File: src/rtl/fcd_pkg.sv
package fcd_pkg;

  typedef enum logic [3:0] {
    ST_READ,
    ST_UNL1,
    ST_UNL2,
    ST_ESETUP,
    ST_EUNL1,
    ST_EUNL2,
    ST_PGM,
    ST_BYP,
    ST_BYP_PGM,
    ST_BYP_EXIT
  } seq_state_e;

  typedef enum logic [1:0] {
    FIRE_NONE,
    FIRE_PGM,
    FIRE_CHIP,
    FIRE_SECT
  } fire_e;

  localparam logic [7:0] KEY_A = 8'hAA;
  localparam logic [7:0] KEY_B = 8'h55;

  // command code table, index 0 in the low byte
  localparam int N_CMD   = 7;
  localparam int C_PGM   = 0;
  localparam int C_ESET  = 1;
  localparam int C_BYP   = 2;
  localparam int C_CHIP  = 3;
  localparam int C_SECT  = 4;
  localparam int C_BX1   = 5;
  localparam int C_BX2   = 6;
  localparam logic [N_CMD*8-1:0] CMD_CODES =
    {8'h00, 8'h90, 8'h30, 8'h10, 8'h20, 8'h80, 8'hA0};

endpackage

File: src/rtl/fcd_rst_sync.sv
module fcd_rst_sync (
  input  logic clk,
  input  logic rst_n,
  output logic rst_sync_n
);

  logic [1:0] sync_q;

  always_ff @(posedge clk or negedge rst_n) begin
    if (!rst_n) begin
      sync_q <= 2'b00;
    end else begin
      sync_q <= {sync_q[0], 1'b1};
    end
  end

  assign rst_sync_n = sync_q[1];

endmodule

File: src/rtl/fcd_cycle_match.sv
module fcd_cycle_match
  import fcd_pkg::*;
#(
  parameter int                CMD_AW    = 11,
  parameter logic [CMD_AW-1:0] KEY1_ADDR = 'h555,
  parameter logic [CMD_AW-1:0] KEY2_ADDR = 'h2AA
) (
  input  logic [CMD_AW-1:0] addr_lo,
  input  logic [7:0]        data,
  output logic              key_a,
  output logic              key_b,
  output logic              at_cmd,
  output logic [N_CMD-1:0]  cmd_hit
);

  assign at_cmd = (addr_lo == KEY1_ADDR);
  assign key_a  = at_cmd && (data == KEY_A);
  assign key_b  = (addr_lo == KEY2_ADDR) && (data == KEY_B);

  for (genvar i = 0; i < N_CMD; i++) begin : g_cmd
    assign cmd_hit[i] = (data == CMD_CODES[i*8 +: 8]);
  end

endmodule

File: src/rtl/fcd_seq_fsm.sv
module fcd_seq_fsm
  import fcd_pkg::*;
(
  input  logic               clk,
  input  logic               rst_n,
  input  logic               wr_en,
  input  logic               eng_busy,
  input  logic               key_a,
  input  logic               key_b,
  input  logic               at_cmd,
  input  logic [N_CMD-1:0]   cmd_hit,
  output seq_state_e         state_q,
  output fire_e              fire
);

  seq_state_e state_d;
  logic       accept;

  assign accept = wr_en && !eng_busy;

  always_comb begin
    state_d = state_q;
    fire    = FIRE_NONE;
    if (accept) begin
      case (state_q)
        ST_READ:   state_d = key_a ? ST_UNL1 : ST_READ;
        ST_UNL1:   state_d = key_b ? ST_UNL2 : ST_READ;
        ST_UNL2: begin
          if (at_cmd && cmd_hit[C_PGM])       state_d = ST_PGM;
          else if (at_cmd && cmd_hit[C_ESET]) state_d = ST_ESETUP;
          else if (at_cmd && cmd_hit[C_BYP])  state_d = ST_BYP;
          else                                state_d = ST_READ;
        end
        ST_ESETUP: state_d = key_a ? ST_EUNL1 : ST_READ;
        ST_EUNL1:  state_d = key_b ? ST_EUNL2 : ST_READ;
        ST_EUNL2: begin
          state_d = ST_READ;
          if (at_cmd && cmd_hit[C_CHIP])  fire = FIRE_CHIP;
          else if (cmd_hit[C_SECT])       fire = FIRE_SECT;
        end
        ST_PGM: begin
          state_d = ST_READ;
          fire    = FIRE_PGM;
        end
        ST_BYP: begin
          if (cmd_hit[C_PGM])      state_d = ST_BYP_PGM;
          else if (cmd_hit[C_BX1]) state_d = ST_BYP_EXIT;
          else                     state_d = ST_BYP;
        end
        ST_BYP_PGM: begin
          state_d = ST_BYP;
          fire    = FIRE_PGM;
        end
        ST_BYP_EXIT: state_d = cmd_hit[C_BX2] ? ST_READ : ST_BYP;
        default:     state_d = ST_READ;
      endcase
    end
  end

  always_ff @(posedge clk or negedge rst_n) begin
    if (!rst_n) begin
      state_q <= ST_READ;
    end else if (accept) begin
      state_q <= state_d;
    end
  end

  AST_BUSY_FREEZE: assert property (@(posedge clk) disable iff (!rst_n)
    eng_busy |=> $stable(state_q));

  AST_BYP_HOLD: assert property (@(posedge clk) disable iff (!rst_n)
    (state_q == ST_BYP && accept && !cmd_hit[C_BX1])
      |=> (state_q == ST_BYP || state_q == ST_BYP_PGM));

  AST_BYP_LEAVE: assert property (@(posedge clk) disable iff (!rst_n)
    (state_q == ST_BYP_EXIT && accept && cmd_hit[C_BX2])
      |=> state_q == ST_READ);

endmodule

File: src/rtl/fcd_start_gen.sv
module fcd_start_gen
  import fcd_pkg::*;
#(
  parameter int ADDR_W = 20
) (
  input  logic              clk,
  input  logic              rst_n,
  input  fire_e             fire,
  input  logic [ADDR_W-1:0] wr_addr,
  input  logic [7:0]        wr_data,
  output logic              start_prog,
  output logic              start_chip,
  output logic              start_sect,
  output logic [ADDR_W-1:0] op_addr,
  output logic [7:0]        op_data
);

  logic addr_en;
  logic data_en;

  assign addr_en = (fire != FIRE_NONE);
  assign data_en = (fire == FIRE_PGM);

  always_ff @(posedge clk or negedge rst_n) begin
    if (!rst_n) begin
      start_prog <= 1'b0;
      start_chip <= 1'b0;
      start_sect <= 1'b0;
    end else begin
      start_prog <= (fire == FIRE_PGM);
      start_chip <= (fire == FIRE_CHIP);
      start_sect <= (fire == FIRE_SECT);
    end
  end

  always_ff @(posedge clk or negedge rst_n) begin
    if (!rst_n) begin
      op_addr <= '0;
    end else if (addr_en) begin
      op_addr <= wr_addr;
    end
  end

  always_ff @(posedge clk or negedge rst_n) begin
    if (!rst_n) begin
      op_data <= '0;
    end else if (data_en) begin
      op_data <= wr_data;
    end
  end

  AST_ONE_START: assert property (@(posedge clk) disable iff (!rst_n)
    $onehot0({start_prog, start_chip, start_sect}));

  AST_CHIP_NARROW: assert property (@(posedge clk) disable iff (!rst_n)
    start_chip |=> !start_chip);

  AST_SECT_NARROW: assert property (@(posedge clk) disable iff (!rst_n)
    start_sect |=> !start_sect);

endmodule

File: src/rtl/flash_cmd_decoder.sv
module flash_cmd_decoder
  import fcd_pkg::*;
#(
  parameter int ADDR_W = 20,
  parameter int CMD_AW = 11
) (
  input  logic              clk,
  input  logic              rst_n,
  input  logic              wr_en,
  input  logic [ADDR_W-1:0] wr_addr,
  input  logic [7:0]        wr_data,
  input  logic              eng_busy,
  output logic              start_prog,
  output logic              start_chip,
  output logic              start_sect,
  output logic [ADDR_W-1:0] op_addr,
  output logic [7:0]        op_data,
  output logic              read_mode,
  output logic              bypass_mode
);

  logic             rst_int_n;
  logic             key_a;
  logic             key_b;
  logic             at_cmd;
  logic [N_CMD-1:0] cmd_hit;
  seq_state_e       state_q;
  fire_e            fire;

  fcd_rst_sync u_rst (
    .clk        (clk),
    .rst_n      (rst_n),
    .rst_sync_n (rst_int_n)
  );

  fcd_cycle_match #(
    .CMD_AW (CMD_AW)
  ) u_match (
    .addr_lo (wr_addr[CMD_AW-1:0]),
    .data    (wr_data),
    .key_a   (key_a),
    .key_b   (key_b),
    .at_cmd  (at_cmd),
    .cmd_hit (cmd_hit)
  );

  fcd_seq_fsm u_fsm (
    .clk      (clk),
    .rst_n    (rst_int_n),
    .wr_en    (wr_en),
    .eng_busy (eng_busy),
    .key_a    (key_a),
    .key_b    (key_b),
    .at_cmd   (at_cmd),
    .cmd_hit  (cmd_hit),
    .state_q  (state_q),
    .fire     (fire)
  );

  fcd_start_gen #(
    .ADDR_W (ADDR_W)
  ) u_start (
    .clk        (clk),
    .rst_n      (rst_int_n),
    .fire       (fire),
    .wr_addr    (wr_addr),
    .wr_data    (wr_data),
    .start_prog (start_prog),
    .start_chip (start_chip),
    .start_sect (start_sect),
    .op_addr    (op_addr),
    .op_data    (op_data)
  );

  assign read_mode   = (state_q == ST_READ);
  assign bypass_mode = (state_q == ST_BYP) || (state_q == ST_BYP_PGM) ||
                       (state_q == ST_BYP_EXIT);

  AST_SECT_ADDR: assert property (@(posedge clk) disable iff (!rst_int_n)
    start_sect |-> op_addr == $past(wr_addr));

  AST_BYP_NO_ERASE: assert property (@(posedge clk) disable iff (!rst_int_n)
    (bypass_mode && wr_en) |=> !(start_chip || start_sect));

  AST_BUSY_NO_START: assert property (@(posedge clk) disable iff (!rst_int_n)
    eng_busy |=> !(start_prog || start_chip || start_sect));

endmodule

File: config.mk
export PLATFORM = sky130hd
export DESIGN_NAME = flash_cmd_decoder
export DESIGN_NICKNAME = d
export VERILOG_FILES = /design/src/rtl/fcd_pkg.sv /design/src/rtl/fcd_rst_sync.sv /design/src/rtl/fcd_cycle_match.sv /design/src/rtl/fcd_seq_fsm.sv /design/src/rtl/fcd_start_gen.sv /design/src/rtl/flash_cmd_decoder.sv
export SDC_FILE = /design/constraint.sdc
export NUM_CORES = 1
export LEC_CHECK = 0
export BUFFER_PORTS_ARGS = -buffer_cell sky130_fd_sc_hd__buf_2
export CAP_MARGIN = 20
export CORE_ASPECT_RATIO = 0.8
export CORE_MARGIN = 2
export CORE_UTILIZATION = 35
export DETAILED_ROUTE_END_ITERATION = 7
export HOLD_SLACK_MARGIN = 0.15
export PLACE_DENSITY_LB_ADDON = 0.1
export SYNTH_ARGS = -nofsm -noshare
export SYNTH_HDL_FRONTEND = slang
export SYNTH_SLANG_ARGS = --single-unit
File: constraint.sdc
create_clock -name clk -period 1.7 [get_ports clk]
set_input_delay 0.17 -clock clk [delete_from_list [all_inputs] [get_ports clk]]
set_output_delay 0.17 -clock clk [all_outputs]
set_load 0.01 [all_outputs]
## After elaboration in Yosys (flattened, before gate mapping)

Cells that the tools add are included.
Widths: inputs -> output; s select.

- Output and inout bits: 33
- Logic and storage cells: 58
- Input bits: 32
- Flip-flop bits (word level): 37

- Reductions and logical operators: 14
- Multiplexer cells: 15
- Eq/ne operators: 22

Operators by type and width:

| cell | number |
|---|---|
| $eq 8x8->1 const B | 4 |
| $pmux 4 s8 | 1 |
| $eq 4x3->1 const B | 4 |
| $eq 8x6->1 const B | 2 |
| $mux 4 | 4 |
| $mux 3 | 4 |
| $eq 11x10->1 const B | 1 |
| $eq 11x11->1 const B | 1 |
| $eq 4x2->1 const B | 2 |
| $eq 4x4->1 const B | 2 |
| $eq 8x5->1 const B | 1 |
| $eq 8x7->1 const B | 1 |
| $logic_not 8->1 | 1 |
| $mux 2 | 4 |
| $logic_and 1x1->1 | 7 |
| $eq 2x2->1 const B | 2 |
| $eq 4x1->1 const B | 1 |
| $logic_not 4->1 | 1 |
| $pmux 2 s2 | 1 |
| $eq 2x1->1 const B | 1 |
| $logic_or 1x1->1 | 2 |
| $reduce_bool 2->1 | 1 |
| $reduce_or 2->1 | 1 |
| $logic_not 1->1 | 1 |
| $mux 1 | 1 |

## Longest topological paths before layout

Gate-level depths: netlist (run 1).

- Depth in word-level cells: 6
- Mapped depth: 7

## By module

From an unflattened synthesis (run 1), not the netlist that was laid out.

- Cells, all modules: 155
- Area total of the unflattened synthesis: 1881.8 µm²

By module, submodules not included:

| module | area an instance (µm²) | times used | cells each | seq. area each (µm²) |
|---|---|---|---|---|
| fcd_start_gen | 1189.9 | 1 | 67 | 775.7 |
| fcd_seq_fsm | 429.2 | 1 | 53 | 100.1 |
| fcd_cycle_match | 171.4 | 1 | 28 | 0.0 |
| fcd_rst_sync | 53.8 | 1 | 3 | 50.0 |
| flash_cmd_decoder | 37.5 | 1 | 4 | 0.0 |

## Worst setup path after synthesis (run 1)

No wires, ideal clock.

- Kind: register -> register
- From: reg u_fsm.state_q[2]
- To: reg u_start.op_data[0]
- Cell stages (with the launch flop): 7
- Period minus slack after synthesis: 1882 ps
- Path slack: -182 ps
- Arrival time: 1758 ps
- Cells stage by stage: dfrtp_1 buf_2 or3b_2 a21oi_2 nor2b_1 buf_4 mux2_2

- Word-level cells in the longest chain between the ends: 5
- Elaborated cells on any way between the ends: 7
- Those cells by class: eq/ne (4); mux (2); reduce/logical (1)

RTL lines:

| what | line | RTL |
|---|---|---|
| from (decl) | fcd_seq_fsm.sv:12 | `output seq_state_e state_q,` |
| from (signal assigned) | fcd_seq_fsm.sv:64 | `state_q <= state_d;` |
| $eq 4x4->1 / $eq 4x3->1 (equally long branches) | fcd_seq_fsm.sv:25 | `case (state_q)` |
| $reduce_or 2->1 (no line) | - |  |
| $pmux 2 s2 (*) | fcd_seq_fsm.sv:25 |  |
| $mux 2 (*) | fcd_seq_fsm.sv:24 | `if (accept) begin` |
| $eq 2x1->1 (*) | fcd_start_gen.sv:22 | `assign data_en = (fire == FIRE_PGM);` |
| net u_start.data_en | fcd_start_gen.sv:19 | `logic data_en;` |
| to (signal assigned) | fcd_start_gen.sv:48 | `op_data <= wr_data;` |
| to (decl) | fcd_start_gen.sv:15 | `output logic [7:0] op_data` |

The timed path passes the listed nets; every way through them passes the cells marked *.
A chain may end at the register's enable or synchronous reset.

## Final worst setup path (run 1)

- From: reg u_fsm.state_q[1]
- To: reg u_start.op_addr[17]

- Word-level cells in the longest chain between the ends: 5
- Elaborated cells on any way between the ends: 7
- Those cells by class: eq/ne (3); mux (2); reduce/logical (2)

RTL lines:

| what | line | RTL |
|---|---|---|
| $eq 4x4->1 / $eq 4x3->1 (equally long branches) | fcd_seq_fsm.sv:25 |  |
| $reduce_or 2->1 (no line) | - |  |
| $pmux 2 s2 (*) | fcd_seq_fsm.sv:25 |  |
| $mux 2 (*) | fcd_seq_fsm.sv:24 |  |
| $reduce_bool 2->1 (*) | fcd_start_gen.sv:21 | `assign addr_en = (fire != FIRE_NONE);` |
| to (signal assigned) | fcd_start_gen.sv:40 | `op_addr <= wr_addr;` |
| to (decl) | fcd_start_gen.sv:14 | `output logic [ADDR_W-1:0] op_addr,` |

Mark *: on every way between the ends. The rest lies on a longest branch, timed or not.

==> results.json, run 1 <==
{
  "status": "complete, but fails checks",
  "violations": "setup timing",
  "grt_max_degree": 24,
  "synth_flop_cell": "dfrtp_1",
  "power_density_mw_per_mm2": 582,
  "period_minus_slack_ns": 1.82,
  "grt_use_total_pct": 18.6,
  "worst_setup_path_start_kind": "flip-flop",
  "crit_chain": "nand4b_1 -> a2111oi_4 -> o21bai_2 -> buf_12 -> mux2_4",
  "cp.required_ns": 1.86,
  "cts.sinks": 37,
  "async_flop_share_pct": 100,
  "htree_levels": 2,
  "dp_hpwl_mm": 3.84,
  "yosysTopAreaCell": "dfrtp_1",
  "synthCells": 148,
  "nets": 294,
  "finalCritPeriodShare_pct": 107,
  "drt-pass1-iter-count": 6,
  "utilization_pct": 56.6,
  "drc": 0,
  "fin_skew_ns": 0.00472,
  "dieArea_mm2": 0.00598,
  "r2r_start": "u_fsm.state_q[1]$_DFFE_PN0P_",
  "drv_slew": 0,
  "peakVddDrop_mv": 0.381,
  "antenna_found_initial": 0,
  "port-buffer-count": 64,
  "crit_path_end_kind": "flip-flop",
  "hold_viol": 0,
  "finalWorstSetupSlack_ns": -0.125,
  "io_pins": 65,
  "detail_route.wl_per_cell_um": 16.5,
  "routed_wl_mm": 5.36,
  "holdPathStages": 2,
  "netlist_top_cells_area": "dfrtp_1 49%, mux2_4 16%, mux2_2 4.8%",
  "synthesis.nets": 180,
  "slowest_delay_ns": 0.42,
  "insertion_delay_ns": 0.28,
  "cts_tree": "built",
  "grt_pass1_wl_mm": 8.76,
  "yosysWarnings": 0,
  "antennaDiodeCount": 0,
  "cts-root-buf": "clkbuf_8",
  "drtIter0Drc": 164,
  "r2r_setup_slack_ns": -0.12,
  "clkTransAtPathRegs_ns": 0.07,
  "die_y_um": 69.6,
  "drive_above_1_share_pct": 59.9,
  "rsz0062_at_grt": "true",
  "place.gp.congestion": 0.908,
  "core.rowCount": 23,
  "slew_headroom_pct": 58.8,
  "gr-total-overflow": 0,
  "numCtsBuffers": 5,
  "seq_area_frac_synth_pct": 49.2,
  "hold_path_class": "in -> reg",
  "synth_seq_cells": 37,
  "area_growth_pct": 53.2,
  "critPathSlowestCell": "dfrtp_1",
  "hold_end": "u_start.op_data[1]$_DFFE_PN0N_",
  "cellLeakagePower_uw": 0.00153,
  "r2r_end": "u_start.op_addr[17]$_DFFE_PN0P_",
  "setup_viol_count_final": 33,
  "tightest_slew_ns": 0.618,
  "finalSetupTns_ns": -3.20,
  "ant_nets": 0,
  "synth_top_area_share_pct": 49.2,
  "fillCellCount": 432,
  "initial_utilization_pct": 36.9,
  "syn-cell-area_mm2": 0.00188,
  "cts_max_path_buffers": 2,
  "core_mm2": 0.00509,
  "viasPerCell": 5.16,
  "grt_pass1_vias": 1779,
  "path_class": "reg -> reg",
  "worstPathArrival_ns": 1.98,
  "critPathMaxFanout": 20,
  "pre_cts_slack_ns": -0.204,
  "maxCapViolCount": 0,
  "vias": 1671,
  "fmax_mhz": 548,
  "min_from": "wr_data[1]",
  "synth_edf_count": 0,
  "synth_cell_type_count": 47,
  "worst_r2r_path_depth": 5,
  "fp.dieW_um": 86.0,
  "avgSynthCellArea_um2": 12.7
}
-- worst max path at each step --
stage                     cells after the start                          from  slack, ns                         endpoint
after global routing                          5  u_fsm.state_q[1]$_DFFE_PN0P_      -0.17   u_start.op_addr[1]$_DFFE_PN0P_
after floorplan                               6  u_fsm.state_q[2]$_DFFE_PN0P_      -0.08   u_start.op_data[0]$_DFFE_PN0N_
after detailed placement                      7                    wr_addr[9]      -0.20   u_start.op_addr[0]$_DFFE_PN0P_
after global placement                        7                    wr_addr[9]      -0.22  u_start.op_addr[14]$_DFFE_PN0P_
after CTS                                     5  u_fsm.state_q[1]$_DFFE_PN0P_      -0.10  u_start.op_addr[17]$_DFFE_PN0P_
final                                         5  u_fsm.state_q[1]$_DFFE_PN0P_      -0.12  u_start.op_addr[17]$_DFFE_PN0P_
-- synth_stat cells (2+ instances only) --
library cell / number
clkbuf_1: 3
nor4bb_1: 3
and4b_1: 2
nand2b_1: 2
or3_1: 2
nor3_1: 3
dfrtp_1: 37
inv_1: 3
buf_6: 2
nand3_1: 3
mux2_4: 20
o21a_1: 2
nor2_1: 6
nor4_1: 4
nand3b_1: 4
xnor2_1: 2
mux2_2: 8
nand2_1: 8
o31ai_1: 3
buf_2: 3
nand4_1: 2
-- cells by family (layout without fill, tap and decap cells) --
family | Yosys count | in the layout | synth area share (%)
flops | 37 | 37 | 49.2
xor+xnor | 2 | 2 | 0.932
simple gates | 49 | 49 | 16.6
buf+inv | 12 | 126 | 3.59
mux | 28 | 28 | 20.8
other cells | 1 | 1 | 0.199
compound gates | 19 | 19 | 8.65
-- metrics by stage --
step / total power [µW] / area [µm²] / hold slack, ns / std cells
after global routing: 1760 / 2880 / 0.157 / 324
final: 1680 / 2880 / 0.158 / 324
after floorplan: 954 / 1900 / -0.126 / 148
after global placement: 1060 / 2530 / -0.0449 / 301
after CTS: 1700 / 2820 / 0.153 / 321
after detailed placement: 1070 / 2530 / -0.0432 / 301
-- cells in the final DEF (no fill, tap or decap), types with 2 or more instances in the layout --
master	count
mux2_4	28
dlygate4sd3_1	10
buf_6	3
buf_2	64
xnor2_1	2
nand2b_1	2
nand3b_1	4
nor3_1	2
nand4_1	2
inv_1	3
nor2_1	6
buf_12	2
nand3_1	3
o21a_1	2
o31ai_2	3
dfrtp_1	37
nand2_1	8
nor4bb_1	3
clkbuf_8	6
nor4_1	3
and4b_1	2
buf_4	37
-- cell type report --
type	count	area [µm²]	area share (%)
tap	62	77.6	2.69
inverter	3	11.3	0.391
multi-input combinational	99	1010	35.0
clock buffer	7	86.3	3.00
timing repair buffer	116	772	26.8
sequential	37	926	32.1
-- sequential cells by signal (all words and copies together) (netlist names) --
signal	count
u_start.start_chip	1
u_start.op_addr	20
u_start.start_prog	1
u_start.start_sect	1
u_fsm.state_q	4
u_start.op_data	8
u_rst.sync_q	2
-- what timing repair did --
action | CTS | global route
endpoints found under the hold margin | 11 | 0
gates resized for setup | 21 | 7
gates cloned | 1 | 0
setup buffers | 2 | 3
hold buffers | 10 | 0
pin swaps | 3 | 7
setup endpoints to repair | 32 | 35
-- routing by layer --
metal | vias to the layer above | track usage (%) | part of all wire, %
met5 | - | 0 | 0
met4 | 0 | 6.00 | 2.2
met3 | 13 | 4.52 | 6.3
met2 | 67 | 29.6 | 46
met1 | 817 | 24.8 | 45
li1 | 774 | - | -
-- power by group --
group | switching [µW] | internal, µW
Clock | 279 | 321
Sequential | 7.99 | 884
Combinational | 81.2 | 105
Total | 368 | 1310
-- worst max-delay path: cells and delay by family, from the launching register on --
| kind | cells | cell delay [ns] |
|---|---|---|
| compound gates | 2 | 0.51 |
| buf+inv | 1 | 0.18 |
| mux | 1 | 0.31 |
| flops | 1 | 0.42 |
| simple gates | 1 | 0.28 |
Power figures use the tool's default switching activity.
==> inputs of run 2 (changes only) <==
--- a/config.mk
+++ b/config.mk
@@ -16,3 +16,4 @@
 export SYNTH_ARGS = -nofsm -noshare
 export SYNTH_HDL_FRONTEND = slang
 export SYNTH_SLANG_ARGS = --single-unit
+export TNS_END_PERCENT = 30
==> results.json, run 2 (synthesis results as in run 1) <==
{
  "nets": 294,
  "largestRegisters": "u_start.op_addr x20, u_start.op_data x8, u_fsm.state_q x4",
  "vias": 1657,
  "multi_input_area_mm2": 0.00105,
  "layout.area.seq_um2": 926,
  "slowest_delay_ns": 0.43,
  "fp.dieW_um": 86.0,
  "worst_setup_path_start_kind": "flip-flop",
  "gr-total-overflow": 0,
  "drc": 0,
  "initial_utilization_pct": 36.9,
  "fillCellCount": 438,
  "cellLeakagePower_uw": 0.00154,
  "startpoint": "u_fsm.state_q[3]$_DFFE_PN0P_",
  "drt-pass1-iter-count": 4,
  "final_cell_mix": "63 x buf_2, 37 x dfrtp_1, 34 x buf_4, 26 x mux2_4, 14 x dlygate4sd3_1",
  "finalPower_uw": 1870,
  "detail_route.wl_per_cell_um": 15.9,
  "drv_slew": 0,
  "status": "complete, but fails checks",
  "final_common_cell": "buf_2",
  "cts.sinks": 37,
  "grt_use_total_pct": 17.9,
  "r2r_start": "u_fsm.state_q[3]$_DFFE_PN0P_",
  "violations": "setup timing",
  "grt_pass1_wl_mm": 8.66,
  "place.gp.congestion": 0.904,
  "drive_above_1_share_pct": 61.6,
  "cp.required_ns": 1.87,
  "htree_levels": 2,
  "cts_tree": "built",
  "numCtsBuffers": 5,
  "whs_ns": 0.157,
  "rsz0062_at_grt": "true",
  "crit_end": "u_start.op_data[5]$_DFFE_PN0N_",
  "cts_max_path_buffers": 2,
  "viasPerCell": 5.10,
  "hold_path_class": "in -> reg",
  "critPathTopFamily": "simple AND/OR/NAND/NOR gates",
  "largest_reg_flops": 20,
  "maxCapViolCount": 0,
  "cts-root-buf": "clkbuf_8",
  "path_class": "reg -> reg",
  "grt_max_degree": 23,
  "crit_chain": "or3b_4 -> a21oi_4 -> nor2b_4 -> buf_6 -> mux2_4",
  "setup_viol_count_final": 31,
  "worstPathArrival_ns": 1.99,
  "die_y_um": 69.6,
  "utilization_pct": 58.1,
  "worst_r2r_path_depth": 5,
  "core_mm2": 0.00509,
  "antenna_found_initial": 0,
  "area_growth_pct": 57.3,
  "top_register": "u_start.op_addr",
  "period_minus_slack_ns": 1.82,
  "dieArea_mm2": 0.00598,
  "grt_pass1_vias": 1741,
  "core.rowCount": 23,
  "r2r_end": "u_start.op_data[5]$_DFFE_PN0N_",
  "crit_buf_inv": 1,
  "crit_path_end_kind": "flip-flop",
  "ant_nets": 0,
  "fmax_mhz": 550,
  "critPathMaxFanout": 5,
  "peakVddDrop_mv": 0.328,
  "finalCritPeriodShare_pct": 107,
  "routed_wl_mm": 5.16,
  "r2r_setup_slack_ns": -0.12,
  "port-buffer-count": 64,
  "antennaDiodeCount": 0,
  "io_pins": 65,
  "fin_skew_ns": 0.00681,
  "critPathSlowestCell": "dfrtp_1",
  "cp.depth": 5,
  "dp_hpwl_mm": 3.73,
  "hold_viol": 0,
  "power_density_mw_per_mm2": 632,
  "drtIter0Drc": 71,
  "insertion_delay_ns": 0.29,
  "finalWorstSetupSlack_ns": -0.120,
  "clkTransAtPathRegs_ns": 0.07
}
==> run 2: cell count changes in the layout (fill, tap and decap cells not counted), sizes merged <==
| cell | previous run | this run |
|---|---|---|
| clkbuf | 7 | 6 |
| buf | 106 | 102 |
| bufinv | 0 | 1 |
| dlygate4sd3 | 10 | 14 |
| clkinvlp | 0 | 1 |
==> run 2: area by class of cell <==
cell class	instances	share of cell area, %
clock inverter	2	1.27
multi-input combinational	99	35.4
inverter	3	0.381
tap	62	2.62
timing repair buffer	116	26.2
clock buffer	6	2.79
sequential	37	31.3
==> run 2: how the worst min path moves through the flow <==
| stage | from | to | slack (ns) | cells after the start |
|---|---|---|---|---|
| floorplan | rst_n | u_rst.sync_q[0]$_DFF_PN0_ | -0.13 | 0 |
| global placement | rst_n | u_rst.sync_q[0]$_DFF_PN0_ | -0.05 | 1 |
| detailed placement | rst_n | u_rst.sync_q[1]$_DFF_PN0_ | -0.04 | 1 |
| CTS | wr_data[3] | u_start.op_data[3]$_DFFE_PN0N_ | 0.15 | 2 |
| global route | wr_data[3] | u_start.op_data[3]$_DFFE_PN0N_ | 0.17 | 2 |
| finish | wr_data[3] | u_start.op_data[3]$_DFFE_PN0N_ | 0.16 | 2 |
==> run 2: metal layers <==
metal	wire, µm	GRT usage, %
met5	0	0
met4	38	3.70
met3	321	4.29
met2	2400	27.7
met1	2400	25.5
==> run 2: per-stage QoR <==
stage | cell area, µm² | TNS (ns) | setup slack [ns] | cells
global placement | 2500 | -3.67 | -0.157 | 299
finish | 2960 | -2.19 | -0.120 | 325
CTS | 2850 | -1.45 | -0.0866 | 325
floorplan | 1900 | -1.52 | -0.0824 | 148
global route | 2960 | -4.64 | -0.167 | 325
detailed placement | 2500 | -4.03 | -0.151 | 299
==> run 2: power by group <==
part           total (µW)  switching [µW]  internal, µW  leakage (µW)
sequential            885            1.87           883      0.000512
clock                 798             321           477     0.0000574
combinational         187            85.6           102      0.000972
total                1870             408          1460       0.00154
==> run 2: timing repair <==
action / 4_1_cts / 5_1_grt
resized for setup: 16 / 21
pin swaps: 2 / 7
buffers inserted: 3 / 0
endpoints found under the hold margin: 15 / 0
cloned: 1 / 0
setup endpoints to repair: 32 / 35
hold buffers: 14 / 0
